[config.mk]
export PLATFORM = sky130hd
export DESIGN_NAME = lxp_ctrl
export DESIGN_NICKNAME = d
export VERILOG_FILES = /design/src/rtl/lxp_pkg.sv /design/src/rtl/lxp_timer.sv /design/src/rtl/lxp_shadow.sv /design/src/rtl/lxp_strobe.sv /design/src/rtl/lxp_ctrl.sv
export SDC_FILE = /design/constraint.sdc
export NUM_CORES = 1
export LEC_CHECK = 0
export CORE_UTILIZATION = 40
export CTS_BUF_LIST = sky130_fd_sc_hd__clkbuf_8 sky130_fd_sc_hd__clkbuf_16
export CTS_CLUSTER_DIAMETER = 80
export CTS_CLUSTER_SIZE = 10
export DETAILED_ROUTE_END_ITERATION = 10
export PLACE_DENSITY_LB_ADDON = 0.05
export SYNTH_ARGS = -nofsm -noshare
export SYNTH_HDL_FRONTEND = slang
export SYNTH_SLANG_ARGS = --single-unit
[constraint.sdc]
create_clock -name clk -period 1.81 [get_ports clk]
set_input_delay 0.362 -clock clk [delete_from_list [all_inputs] [get_ports clk]]
set_output_delay 0.362 -clock clk [all_outputs]
set_load 0.005 [all_outputs]
[src/rtl/lxp_pkg.sv]
package lxp_pkg;

  localparam int unsigned LXP_CAP_NS = 5000;

  typedef enum logic [1:0] {
    PH_IDLE  = 2'd0,
    PH_SETUP = 2'd1,
    PH_PULSE = 2'd2
  } lxp_phase_e;

  // nanoseconds -> cycles: clamp, round up, never below one cycle
  function automatic int unsigned lxp_cycles(input int unsigned ns,
                                             input int unsigned period_ns);
    int unsigned lim;
    int unsigned c;
    lim = (ns > LXP_CAP_NS) ? LXP_CAP_NS : ns;
    c   = (lim + period_ns - 1) / period_ns;
    if (c < 1) c = 1;
    return c;
  endfunction

endpackage

[src/rtl/lxp_timer.sv]
module lxp_timer #(
  parameter int CNT_W = 8
) (
  input  logic             clk,
  input  logic             rst_n,
  input  logic             load,
  input  logic [CNT_W-1:0] load_val,
  output logic             zero
);
  logic [CNT_W-1:0] cnt_q;

  always_ff @(posedge clk or negedge rst_n) begin
    if (!rst_n)            cnt_q <= '0;
    else if (load)         cnt_q <= load_val;
    else if (cnt_q != '0)  cnt_q <= cnt_q - 1'b1;
  end

  assign zero = (cnt_q == '0);
endmodule

[src/rtl/lxp_shadow.sv]
module lxp_shadow #(
  parameter int NUM_LATCH = 4,
  parameter int LINES     = 8,
  parameter int IDX_W     = 6,
  parameter int GRP_W     = 2
) (
  input  logic             clk,
  input  logic             rst_n,
  input  logic             wr_en,
  input  logic [IDX_W-1:0] wr_idx,
  input  logic             wr_val,
  input  logic [GRP_W-1:0] rd_grp,
  output logic [LINES-1:0] grp_bits
);
  localparam int TOTAL = NUM_LATCH * LINES;

  logic [TOTAL-1:0] sh_q, sh_d;
  logic [LINES-1:0] grp_arr [NUM_LATCH];

  always_comb begin
    sh_d = sh_q;
    for (int b = 0; b < TOTAL; b++) begin
      if (wr_en && (wr_idx == IDX_W'(b))) sh_d[b] = wr_val;
    end
  end

  always_ff @(posedge clk or negedge rst_n) begin
    if (!rst_n) sh_q <= '0;
    else        sh_q <= sh_d;
  end

  // group view of the next-state shadow so the new bit is presented at once
  for (genvar g = 0; g < NUM_LATCH; g++) begin : g_view
    assign grp_arr[g] = sh_d[g*LINES +: LINES];
  end

  assign grp_bits = grp_arr[rd_grp];
endmodule

[src/rtl/lxp_strobe.sv]
module lxp_strobe #(
  parameter int                   NUM_LATCH = 4,
  parameter int                   GRP_W     = 2,
  parameter logic [NUM_LATCH-1:0] POL_MASK  = '0
) (
  input  logic                 clk,
  input  logic                 rst_n,
  input  logic                 fire,
  input  logic                 clear,
  input  logic [GRP_W-1:0]     grp,
  output logic [NUM_LATCH-1:0] pins
);
  logic [NUM_LATCH-1:0] act_q;

  for (genvar g = 0; g < NUM_LATCH; g++) begin : g_lane
    always_ff @(posedge clk or negedge rst_n) begin
      if (!rst_n)     act_q[g] <= 1'b0;
      else if (fire)  act_q[g] <= (grp == GRP_W'(g));
      else if (clear) act_q[g] <= 1'b0;
    end
    assign pins[g] = act_q[g] ^ POL_MASK[g];
  end
endmodule

[src/rtl/lxp_ctrl.sv]
module lxp_ctrl #(
  parameter int                   NUM_LATCH     = 4,
  parameter int                   LINES         = 8,
  parameter int                   CLK_PERIOD_NS = 5,
  parameter int                   SETUP_NS      = 12,
  parameter int                   PULSE_NS      = 10,
  parameter logic [NUM_LATCH-1:0] POL_MASK      = '0,
  localparam int                  TOTAL         = NUM_LATCH * LINES,
  localparam int                  IDX_W         = $clog2(TOTAL) + 1
) (
  input  logic                 clk,
  input  logic                 rst_n,
  input  logic                 req_valid,
  output logic                 req_ready,
  input  logic [IDX_W-1:0]     req_index,
  input  logic                 req_value,
  output logic                 req_err,
  output logic [LINES-1:0]     data_out,
  output logic [NUM_LATCH-1:0] latch_clk
);
  import lxp_pkg::*;

  localparam int GRP_W   = (NUM_LATCH > 1) ? $clog2(NUM_LATCH) : 1;
  localparam int SETUP_C = int'(lxp_cycles(SETUP_NS, CLK_PERIOD_NS));
  localparam int PULSE_C = int'(lxp_cycles(PULSE_NS, CLK_PERIOD_NS));
  localparam int MAX_C   = (SETUP_C > PULSE_C) ? SETUP_C : PULSE_C;
  localparam int CNT_W   = $clog2(MAX_C) + 1;

  lxp_phase_e       ph_q;
  logic [GRP_W-1:0] grp_req, grp_q;
  logic [LINES-1:0] grp_bits;
  logic             accept, in_range, wr_en;
  logic             tmr_load, tmr_zero;
  logic [CNT_W-1:0] tmr_val;
  logic             fire, clear;
  logic             err_q;
  logic [LINES-1:0] data_q;

  assign req_ready = (ph_q == PH_IDLE);
  assign accept    = req_valid && req_ready;
  assign in_range  = (req_index < IDX_W'(TOTAL));
  assign wr_en     = accept && in_range;
  assign grp_req   = GRP_W'(req_index / IDX_W'(LINES));

  assign fire  = (ph_q == PH_SETUP) && tmr_zero;
  assign clear = (ph_q == PH_PULSE) && tmr_zero;

  always_comb begin
    tmr_load = 1'b0;
    tmr_val  = '0;
    if (wr_en) begin
      tmr_load = 1'b1;
      tmr_val  = CNT_W'(SETUP_C - 1);
    end else if (fire) begin
      tmr_load = 1'b1;
      tmr_val  = CNT_W'(PULSE_C - 1);
    end
  end

  always_ff @(posedge clk or negedge rst_n) begin
    if (!rst_n) begin
      ph_q   <= PH_IDLE;
      grp_q  <= '0;
      data_q <= '0;
      err_q  <= 1'b0;
    end else begin
      err_q <= accept && !in_range;
      unique case (ph_q)
        PH_IDLE: if (wr_en) begin
          ph_q   <= PH_SETUP;
          grp_q  <= grp_req;
          data_q <= grp_bits;
        end
        PH_SETUP: if (tmr_zero) ph_q <= PH_PULSE;
        PH_PULSE: if (tmr_zero) ph_q <= PH_IDLE;
        default:  ph_q <= PH_IDLE;
      endcase
    end
  end

  lxp_shadow #(
    .NUM_LATCH(NUM_LATCH), .LINES(LINES), .IDX_W(IDX_W), .GRP_W(GRP_W)
  ) u_shadow (
    .clk(clk), .rst_n(rst_n), .wr_en(wr_en), .wr_idx(req_index),
    .wr_val(req_value), .rd_grp(grp_req), .grp_bits(grp_bits)
  );

  lxp_timer #(.CNT_W(CNT_W)) u_timer (
    .clk(clk), .rst_n(rst_n), .load(tmr_load), .load_val(tmr_val), .zero(tmr_zero)
  );

  lxp_strobe #(
    .NUM_LATCH(NUM_LATCH), .GRP_W(GRP_W), .POL_MASK(POL_MASK)
  ) u_strobe (
    .clk(clk), .rst_n(rst_n), .fire(fire), .clear(clear),
    .grp(grp_q), .pins(latch_clk)
  );

  assign data_out = data_q;
  assign req_err  = err_q;
endmodule

==> run_results.csv <==
group,metric,value,unit
cts,clkLatencyLatePin,0.30,ns
pwr,power_leakage,1.716,nW
final_layout,drive_above_1_share,0.4064,
pwr,finalPower,4.073,mW
setup_path,start_kind,"register",
job,cap_violations,0,
global_route,grt_max_degree,53,
sta,setup_slack,-0.1461,ns
logic_synthesis,netlist_instances,234,
cts,clockBufferDepth,2,
logic_synthesis,ys.warnings.count,0,
global_route,grt_overflow_total,0,
sta,final.setup_skew,0.005217,ns
detailed_routing,drc_errors,0,
logic_synthesis,yosysSeqAreaShare,0.4664,
status,status,"complete, but fails checks",
logic_synthesis,synth_area_leader_cell,"dfrtp_1",
logic_synthesis,synth-edff-count,0,
floorplan,io_pins,24,
final_layout,syn_to_final_growth,38.57,%
sta,finalSetupTns,-1.807,ns
pwr,power_density,1053,mW/mm^2
logic_synthesis,yosysMostFrequentCell,"dfrtp_1",
status,violations,"negative setup slack",
cts,cts_tree,"done",
setup_path,critPathArrivalTime,2.14,ns
logic_synthesis,synth_common_cells,"dfrtp_1 (52), mux2_1 (28), nor2_1 (14)",
floorplan,start_util,0.4130,
cts,htreeDepth,2,
sta,post-route-period-util,1.081,
logic_synthesis,synth_ff_type,"dfrtp_1",
sta,holdWs,0.04108,ns
setup_path,path_cells,"or4b_4, buf_12, nor4_4, mux2_4",
detailed_routing,totalWireLength,6604,um
final_layout,n_antenna_cell,0,
cts,clk_pin_slew,0.09,ns
sta,slew-limit-headroom,0.6813,
place,place_congestion,0.7800,
global_route,grt_pass1_vias,2025,
logic_synthesis,ys_ff_latch,52,
global_route,grt_first_pass_wirelength,10540,um
place,place_hpwl,4209,um
floorplan,core,0.006756,sq mm
sta,worst_pin_slew,0.4781,ns
setup_path,worst_r2r_startpoint,"ph_q[0]$_DFFE_PN0P_",
logic_synthesis,async_flop_share,1.000,
cts,holdBufCountCts,0,
detailed_routing,num_vias,2006,
cts,cts_inserted_buffers,5,
logic_synthesis,synth_area_leaders,"dfrtp_1 (47%), mux2_1 (11%), mux4_2 (6.5%), nor4_2 (5.4%), nor3_1 (2.0%)",
setup_path,crit_slowest_cell,"or4b_4",
sta,drv_slew,0,
setup_path,crit_type,"register to register",
sta,rsz0062_at_grt,"true",
cts,cts_root_buf,"clkbuf_8",
setup_path,critical_path.max_fanout,7,
logic_synthesis,synth_cell_types,37,
floorplan,dieArea,0.007314,sq mm
worst_hold_path,hold_path_class,"input port to asynchronous set/reset pin",
logic_synthesis,syn-num-nets,246,
logic_synthesis,postSynthAreaPerCell,11.92,sq um
setup_path,reg2reg_depth,4,
global_route,antenna_found_initial,0,
pwr,peakVddDrop,0.0005530,V
floorplan,die_y,85.52,um
setup_path,ff2ff_setup_slack,-0.15,ns
global_route,grt_usage,0.1865,
floorplan,fp.dieW,85.52,um
detailed_routing,antenna_left,0,
cts,clkSinkCount,52,
logic_synthesis,syn_area,0.002790,sq mm
sta,finalSetupViolCount,18,
setup_path,r2r-end,"u_shadow.sh_q[9]$_DFF_PN0_",
setup_path,end_kind,"register",
detailed_routing,via_per_inst,5.526,
sta,min_period,1.956,ns
place,io_buffers,23,
detailed_routing,wire_per_inst,18.19,um
sta,hold_viol,0,
sta,fmax,0.5112,GHz
detailed_routing,drt_iter0_drc,119,
detailed_routing,firstDrtPassIters,4,
setup_path,slowest_delay,0.63,ns
logic_synthesis,synth_top_area_frac,0.4664,
final_layout,finalNetCount,294,
setup_path,required,2.00,ns
floorplan,row_count,30,
per-layer routing:
layer,track usage,up-vias,part of all wire,wire length [um]
li1,-,961,-,-
met1,0.2546,1012,0.48,3139
met2,0.3142,28,0.49,3243
met3,0.02887,5,0.025,164
met4,0.04545,0,0.0086,57
met5,0,-,0,0
what timing repair did:
action / CTS / global route
buffers inserted: 1 / 3
pin swaps: 1 / 10
setup endpoints to repair: 25 / 27
cloned: 2 / 1
hold endpoints to repair: 0 / 0
resized for setup: 25 / 45
worst max-delay path: cells and delay by family, from the launching register on:
family / cells / cell delay (ns)
buffers and inverters: 1 / 0.21
DFF: 1 / 0.39
muxes: 1 / 0.32
and+or+nand+nor: 2 / 0.92
area by class of cell:
| class | instances | area (sq um) |
|---|---|---|
| multi-input cells | 157 | 1690 |
| well taps | 80 | 100.1 |
| repair buffers | 62 | 666.9 |
| clock buffers | 6 | 82.58 |
| inverters | 4 | 15.01 |
| clock inverters | 2 | 10.01 |
| flip-flops and latches | 52 | 1301 |
| fillers | 568 | 2890 |
state kept, by name, indices dropped and copies added (netlist names):
register / cells
u_shadow.sh_q: 32
data_out: 8
u_strobe.pins: 4
u_timer.cnt_q: 3
grp_q: 2
ph_q: 2
req_err: 1
cells by family after synthesis:
family,count (synthesis),synth area share
flops,52,0.4664
buf+inv,25,0.04260
compound gates,27,0.06457
simple gates,84,0.2094
fa+ha+maj,2,0.008967
mux,44,0.2081
where the power goes:
part	internal, mW	total, mW	switching (mW)
clock	0.306	0.682	0.376
combinational	0.935	1.71	0.776
sequential	1.49	1.68	0.191
cells in the final DEF, fill, tap and decap left out, types with 5 or more instances in the layout:
| cell | instances |
|---|---|
| a21oi_1 | 5 |
| buf_12 | 6 |
| buf_4 | 27 |
| clkbuf_8 | 6 |
| clkdlybuf4s50_1 | 17 |
| dfrtp_1 | 52 |
| mux2_1 | 8 |
| mux2_4 | 20 |
| mux4_2 | 8 |
| nand2_1 | 9 |
| nand3_1 | 6 |
| nor2_1 | 12 |
| nor3_4 | 8 |
| nor4_4 | 10 |
| o21ai_0 | 5 |
through the flow:
step / std cells / worst slack [ns] / utilization / instance area [sq um]
2_1_floorplan: 234 / -0.02469 / - / 2793
3_3_place_gp: 349 / -0.4730 / 0.4935 / 3334
3_5_place_dp: 349 / -0.4892 / 0.4935 / 3334
4_1_cts: 360 / -0.1496 / 0.5335 / 3605
5_1_grt: 363 / -0.1943 / 0.5722 / 3866
6_report: 363 / -0.1461 / 0.5722 / 3866
how the worst max path moves through the flow:
stage / start / to / slack (ns)
2_1_floorplan: ph_q[0]$_DFFE_PN0P_ / u_shadow.sh_q[3]$_DFF_PN0_ / -0.02
3_3_place_gp: req_index[5] / u_shadow.sh_q[11]$_DFF_PN0_ / -0.47
3_5_place_dp: req_valid / u_shadow.sh_q[13]$_DFF_PN0_ / -0.49
4_1_cts: ph_q[1]$_DFFE_PN0P_ / u_shadow.sh_q[3]$_DFF_PN0_ / -0.15
5_1_grt: ph_q[0]$_DFFE_PN0P_ / u_shadow.sh_q[9]$_DFF_PN0_ / -0.19
6_report: ph_q[0]$_DFFE_PN0P_ / u_shadow.sh_q[9]$_DFF_PN0_ / -0.15
(Power assumes the default switching activity.)
